$ cat src/rtl/dma_eng_pkg.sv
package dma_eng_pkg;

    // control word layout
    localparam int CTL_MODE_LSB = 0;
    localparam int CTL_CNT_LSB  = 4;
    localparam int CTL_CNT_W    = 10;
    localparam int CTL_SIZE_LSB = 16;
    localparam int CTL_SINC_BIT = 20;
    localparam int CTL_DINC_BIT = 21;

    localparam logic [1:0] MODE_OFF   = 2'd0;
    localparam logic [1:0] MODE_BASIC = 2'd1;
    localparam logic [1:0] SIZE_WORD  = 2'd2;
    localparam logic [1:0] SIZE_BAD   = 2'd3;

    // descriptor field indices
    localparam logic [1:0] FLD_SRC  = 2'd0;
    localparam logic [1:0] FLD_DST  = 2'd1;
    localparam logic [1:0] FLD_CTRL = 2'd2;

    typedef enum logic [2:0] {
        S_IDLE,
        S_FSRC,
        S_FDST,
        S_FCTL,
        S_CHK,
        S_XRD,
        S_XWR,
        S_WB
    } eng_st_e;

    function automatic logic [1:0] ctl_mode(input logic [31:0] c);
        return c[CTL_MODE_LSB +: 2];
    endfunction

    function automatic logic [1:0] ctl_size(input logic [31:0] c);
        return c[CTL_SIZE_LSB +: 2];
    endfunction

    function automatic logic [CTL_CNT_W-1:0] ctl_cnt(input logic [31:0] c);
        return c[CTL_CNT_LSB +: CTL_CNT_W];
    endfunction

endpackage

$ cat src/rtl/dma_pick_lowest.sv
module dma_pick_lowest #(
    parameter int N     = 8,
    parameter int IDX_W = 3
) (
    input  logic [N-1:0]     req,
    output logic             any,
    output logic [IDX_W-1:0] idx
);

    always_comb begin
        any = 1'b0;
        idx = '0;
        for (int i = N - 1; i >= 0; i--) begin
            if (req[i]) begin
                any = 1'b1;
                idx = IDX_W'(i);
            end
        end
    end

endmodule

$ cat src/rtl/dma_addr_gen.sv
module dma_addr_gen
    import dma_eng_pkg::*;
#(
    parameter int ADDR_W = 32,
    parameter int CH_W   = 3
) (
    input  logic [ADDR_W-1:0] base,
    input  logic [CH_W-1:0]   ch,
    input  logic              alt,
    input  logic [1:0]        field,
    input  logic [31:0]       ctrl,
    input  logic [ADDR_W-1:0] src_end,
    input  logic [ADDR_W-1:0] dst_end,
    output logic [ADDR_W-1:0] desc_addr,
    output logic [ADDR_W-1:0] src_addr,
    output logic [ADDR_W-1:0] dst_addr
);

    localparam int OFS_W = CH_W + 5;

    logic [ADDR_W-1:0] step;

    always_comb begin
        desc_addr = {base[ADDR_W-1:OFS_W], alt, ch, field, 2'b00};
        step      = ADDR_W'(ctl_cnt(ctrl)) << ctl_size(ctrl);
        src_addr  = ctrl[CTL_SINC_BIT] ? (src_end - step) : src_end;
        dst_addr  = ctrl[CTL_DINC_BIT] ? (dst_end - step) : dst_end;
    end

endmodule

$ cat src/rtl/dma_desc_engine.sv
module dma_desc_engine
    import dma_eng_pkg::*;
#(
    parameter int NUM_CH = 8,
    parameter int ADDR_W = 32
) (
    input  logic              clk,
    input  logic              rst_n,
    input  logic [ADDR_W-1:0] table_base,
    input  logic [NUM_CH-1:0] ch_enable,
    input  logic [NUM_CH-1:0] ch_alt_sel,
    input  logic [NUM_CH-1:0] ch_req,
    output logic              mem_rd,
    output logic              mem_wr,
    output logic [ADDR_W-1:0] mem_addr,
    output logic [1:0]        mem_size,
    output logic [31:0]       mem_wdata,
    input  logic [31:0]       mem_rdata,
    output logic [NUM_CH-1:0] ch_done
);

    localparam int CH_W = (NUM_CH <= 8) ? 3 : 4;

    typedef struct packed {
        eng_st_e           st;
        logic [CH_W-1:0]   ch;
        logic              alt;
        logic [ADDR_W-1:0] src_end;
        logic [ADDR_W-1:0] dst_end;
        logic [31:0]       ctrl;
        logic [NUM_CH-1:0] done;
    } eng_t;

    eng_t d, q;

    logic              pick_any;
    logic [CH_W-1:0]   pick_idx;
    logic [1:0]        field;
    logic [ADDR_W-1:0] desc_addr, src_addr, dst_addr;
    logic [31:0]       wb_word;
    logic              last_item;

    dma_pick_lowest #(.N(NUM_CH), .IDX_W(CH_W)) u_pick (
        .req (ch_req & ch_enable),
        .any (pick_any),
        .idx (pick_idx)
    );

    dma_addr_gen #(.ADDR_W(ADDR_W), .CH_W(CH_W)) u_agen (
        .base      (table_base),
        .ch        (q.ch),
        .alt       (q.alt),
        .field     (field),
        .ctrl      (q.ctrl),
        .src_end   (q.src_end),
        .dst_end   (q.dst_end),
        .desc_addr (desc_addr),
        .src_addr  (src_addr),
        .dst_addr  (dst_addr)
    );

    always_comb begin
        last_item = (ctl_cnt(q.ctrl) == '0);
        wb_word   = q.ctrl;
        if (last_item) begin
            wb_word[CTL_MODE_LSB +: 2] = MODE_OFF;
        end else begin
            wb_word[CTL_CNT_LSB +: CTL_CNT_W] = ctl_cnt(q.ctrl) - 1'b1;
        end
        case (q.st)
            S_FDST:       field = FLD_DST;
            S_FCTL, S_WB: field = FLD_CTRL;
            default:      field = FLD_SRC;
        endcase
    end

    always_comb begin
        d      = q;
        d.done = '0;
        case (q.st)
            S_IDLE: begin
                if (pick_any) begin
                    d.ch  = pick_idx;
                    d.alt = ch_alt_sel[pick_idx];
                    d.st  = S_FSRC;
                end
            end
            S_FSRC: d.st = S_FDST;
            S_FDST: begin
                d.src_end = mem_rdata[ADDR_W-1:0];
                d.st      = S_FCTL;
            end
            S_FCTL: begin
                d.dst_end = mem_rdata[ADDR_W-1:0];
                d.st      = S_CHK;
            end
            S_CHK: begin
                d.ctrl = mem_rdata;
                if (ctl_mode(mem_rdata) == MODE_BASIC && ctl_size(mem_rdata) != SIZE_BAD)
                    d.st = S_XRD;
                else
                    d.st = S_IDLE;
            end
            S_XRD: d.st = S_XWR;
            S_XWR: d.st = S_WB;
            S_WB: begin
                d.st = S_IDLE;
                if (last_item) d.done[q.ch] = 1'b1;
            end
            default: d.st = S_IDLE;
        endcase
    end

    always_ff @(posedge clk or negedge rst_n) begin
        if (!rst_n) begin
            q <= '0;
        end else begin
            q <= d;
        end
    end

    always_comb begin
        mem_rd    = (q.st == S_FSRC) || (q.st == S_FDST) || (q.st == S_FCTL) || (q.st == S_XRD);
        mem_wr    = (q.st == S_XWR) || (q.st == S_WB);
        mem_size  = SIZE_WORD;
        mem_wdata = '0;
        mem_addr  = desc_addr;
        case (q.st)
            S_XRD: begin
                mem_addr = src_addr;
                mem_size = ctl_size(q.ctrl);
            end
            S_XWR: begin
                mem_addr  = dst_addr;
                mem_size  = ctl_size(q.ctrl);
                mem_wdata = mem_rdata;
            end
            S_WB: mem_wdata = wb_word;
            default: ;
        endcase
        ch_done = q.done;
    end


    ignore_disabled_chk: assert property (@(posedge clk) disable iff (!rst_n)
        (q.st == S_IDLE && (ch_req & ch_enable) == '0) |=> !mem_rd);


    done_onehot_chk: assert property (@(posedge clk) disable iff (!rst_n)
        $onehot0(ch_done));


    done_after_wb_chk: assert property (@(posedge clk) disable iff (!rst_n)
        (|ch_done) |-> $past(mem_wr));


    no_rd_wr_overlap_chk: assert property (@(posedge clk) disable iff (!rst_n)
        !(mem_rd && mem_wr));


    legal_size_chk: assert property (@(posedge clk) disable iff (!rst_n)
        (mem_rd || mem_wr) |-> (mem_size != SIZE_BAD));


    invalid_desc_chk: assert property (@(posedge clk) disable iff (!rst_n)
        (q.st == S_CHK && (ctl_mode(mem_rdata) != MODE_BASIC || ctl_size(mem_rdata) == SIZE_BAD))
        |=> (!mem_wr && !mem_rd));

endmodule

$ cat config.mk
export PLATFORM = sky130hd
export DESIGN_NAME = dma_desc_engine
export DESIGN_NICKNAME = d
export VERILOG_FILES = /design/src/rtl/dma_eng_pkg.sv /design/src/rtl/dma_pick_lowest.sv /design/src/rtl/dma_addr_gen.sv /design/src/rtl/dma_desc_engine.sv
export SDC_FILE = /design/constraint.sdc
export NUM_CORES = 1
export LEC_CHECK = 0
export CORE_MARGIN = 2
export CORE_UTILIZATION = 59
export CTS_CLUSTER_SIZE = 25
export DETAILED_ROUTE_END_ITERATION = 12
export DONT_BUFFER_PORTS = 1
export PLACE_DENSITY_LB_ADDON = 0.25
export SKIP_LAST_GASP = 1
export SYNTH_ARGS = -nofsm -noshare
export SYNTH_HDL_FRONTEND = slang
export SYNTH_SLANG_ARGS = --single-unit
export TNS_END_PERCENT = 20
$ cat constraint.sdc
create_clock -name clk -period 4.1 [get_ports clk]
set_input_delay 0.82 -clock clk [delete_from_list [all_inputs] [get_ports clk]]
set_output_delay 0.82 -clock clk [all_outputs]
set_load 0.1 [all_outputs]
==> flow_metrics.env <==
export IMPL_status="complete, but fails checks"
export IMPL_violations="negative setup slack"
export IMPL_synth_area_leader_cell="dfrtp_1"
export IMPL_yosysMostFrequentCell="dfrtp_1"
export IMPL_cts_sink_count=111
export IMPL_avgSynthCellArea_um2=9.617
export IMPL_finalCritPeriodShare_pct=113.2
export IMPL_gp_congestion=0.9084
export IMPL_fmax_mhz=215.4
export IMPL_ys_ff_latch=111
export IMPL_setup_ws_ns=-0.5425
export IMPL_period_needed_ns=4.642
export IMPL_r2r_start="q[108]"
export IMPL_hold_viol_final=0
export IMPL_rows=42
export IMPL_cp_max_fo=6
export IMPL_drive_gt1_share_pct=40.23
export IMPL_final_cell_count_no_fill=1139
export IMPL_cp_start_kind="flip-flop"
export IMPL_vias=7330
export IMPL_tightestPinTransition_ns=0.9814
export IMPL_synth_nets=960
export IMPL_end_kind="output pin"
export IMPL_rsz0062_at_grt="yes"
export IMPL_yosysWarnings=0
export IMPL_drtIter0Drc=600
export IMPL_synthToLayoutAreaGrowth_pct=31.89
export IMPL_cts_buffers_inserted=9
export IMPL_synth_edf_count=0
export IMPL_antenna_left=0
export IMPL_cp_arrival_ns=3.82
export IMPL_yosysSeqAreaShare_pct=34.97
export IMPL_wl_per_cell_um=22.25
export IMPL_dpl_hpwl_um=18470
export IMPL_dr_max_layer_used="met4"
export IMPL_ys_top_cells_by_count="dfrtp_1, mux2_2, nand2_1"
export IMPL_clock_latency_ns=0.37
export IMPL_hold_buffers=0
export IMPL_dp_worst_setup_slack_ns=-0.3077
export IMPL_clk_path_buf_depth=2
export IMPL_start_util_pct=60.23
export IMPL_antenna_found_initial=0
export IMPL_root_buffer="clkbuf_16"
export IMPL_drc=0
export IMPL_r2r_slack_ns=1.59
export IMPL_grt_overflow=0
export IMPL_die_h_um=120.0
export IMPL_drv_cap=0
export IMPL_drt_pass1_iterations=5
export IMPL_drv_slew=0
export IMPL_netlist_area_leader_share_pct=34.97
export IMPL_rr_endpoint="q[82]"
export IMPL_vias_per_cell=6.435
export IMPL_die_w_um=120.0
export IMPL_grt_first_pass_wirelength_um=39250
export IMPL_final_setup_skew_ns=0.007936
export IMPL_yosys_top_cells_area="dfrtp_1, mux2_2, ha_1"
export IMPL_wirelength_met1_um=10460
export IMPL_met2_length_um=12360
export IMPL_port_buffer_count=0
export IMPL_grtUsageTotal_pct=35.14
export IMPL_nNetsFinal=1091
export IMPL_cp_required_ns=3.28
export IMPL_wl_met3_um=1913
export IMPL_grt_pass1_vias=7418
export IMPL_ios=166
export IMPL_grt_start_max_net_pins=112
export IMPL_slew_headroom_pct=34.78
export IMPL_fp_dieArea_um2=14410
export IMPL_ys_async_sr_fraction_pct=100.0
export IMPL_netlist_area_um2=7944
export IMPL_synthCells=826
export IMPL_wirelength_um=25340
export IMPL_placed_cells=1115
export IMPL_core_area_um2=13190
export IMPL_cts_clk_slew_worst_paths_ns=0.08
export IMPL_hold_path_class="in2async"
export IMPL_reg2reg_depth=5
export IMPL_cts_tree="done"
export IMPL_setup_viol=26
export IMPL_h_tree_depth=3
export IMPL_critical_path_class="reg2out"
export IMPL_synthFlopType="dfrtp_1"
export IMPL_synth_cell_type_count=67
[area by class of cell]
class | instances | area (µm²)
multi-input combinational | 653 | 5488
sequential | 111 | 2780
fill | 814 | 2713
timing repair buffer | 165 | 1598
clock buffer | 10 | 239.0
tap | 176 | 220.2
clock inverter | 6 | 86.33
inverter | 17 | 63.81
antenna | 1 | 2.502
[per-stage QoR]
| stage | utilization, % | setup TNS (ns) | hold slack, ns | area (µm²) |
|---|---|---|---|---|
| 2_1_floorplan | - | -11.05 | 0.4497 | 8118 |
| 3_3_place_gp | 74.01 | -2.826 | 0.4660 | 9762 |
| 3_5_place_dp | 74.01 | -3.944 | 0.4943 | 9762 |
| 4_1_cts | 78.33 | -9.577 | 0.1362 | 10330 |
| 5_1_grt | 79.42 | -12.74 | 0.1313 | 10480 |
| 6_report | 79.43 | -9.856 | 0.1346 | 10480 |
[worst max-delay path, stage by stage, from the launching register on]
cell	delay [ns]
dfrtp_2	0.46
buf_6	0.15
nor3_4	0.23
ha_2	0.22
inv_2	0.04
fa_2	0.36
a211oi_4	0.24
o211ai_1	0.17
a221o_1	0.38
a31oi_2	0.25
and2_4	0.24
nand2_2	0.06
xor2_1	0.16
o221ai_2	0.27
buf_12	0.21
[sequential cells by signal (all words and copies together), names as in the netlist]
signal / flops
ch_done: 8
q: 103
[worst max-delay path by stage]
| stage | start | to | slack, ns |
|---|---|---|---|
| after global routing | q[24] | mem_addr[30] | -0.63 |
| final | q[24] | mem_addr[26] | -0.54 |
| after global placement | q[24] | mem_addr[24] | -0.26 |
| after CTS | q[24] | mem_addr[16] | -0.51 |
| after floorplan | q[17] | mem_wdata[10] | -0.72 |
| after detailed placement | q[24] | mem_addr[24] | -0.31 |
[per-layer routing]
metal	vias to the layer above	track usage, %
met5	-	0
met4	0	11.47
met3	56	7.129
met2	320	57.92
met1	3692	46.37
li1	3262	-
[cell usage in the layout, fill, tap and decap left out, types with 4 or more instances in the layout]
master	synthesis	routed
nand2b_1	8	8
nand3_1	15	14
buf_4	8	136
o221ai_2	1	13
o21a_1	5	5
buf_12	0	23
or3_1	7	7
o21ai_4	0	4
nor2b_1	9	5
dfrtp_1	111	109
clkbuf_16	0	9
nor3_1	12	8
a22oi_1	10	9
nor3_2	1	4
ha_4	0	4
a21o_1	7	7
a21oi_2	0	4
o211ai_1	6	6
a22o_1	22	22
a222oi_1	4	4
or4_1	4	4
nand2_1	93	90
a221o_1	5	5
a21oi_1	33	28
nor2_1	52	47
xor2_1	27	24
o21ai_2	0	19
inv_1	17	15
nand3b_1	4	4
mux2_2	98	98
xnor2_1	33	31
o21ai_0	53	29
mux2i_1	25	23
ha_1	42	37
[what timing repair did]
action | 4_1_cts | 5_1_grt
buffers inserted | 4 | 3
setup endpoints to repair | 26 | 26
hold endpoints to repair | 0 | 0
gates resized for setup | 46 | 26
pin swaps | 20 | 20
cloned | 0 | 0
[logic make-up (layout without fill, tap and decap cells)]
kind of cell,after synthesis,count (layout),share of synthesized area [%]
buffers and inverters,62,198,3.323
other,0,1,0
DFF,111,111,34.97
muxes,123,123,17.04
adders and majority gates,44,44,7.119
xor gates and xnor gates,60,60,6.615
and+or+nand+nor,235,235,14.43
AOI/OAI and AO/OA,191,191,16.51
Power is not shown: default switching activity piles up to over one toggle a cycle in this logic, so the estimate is an artifact.
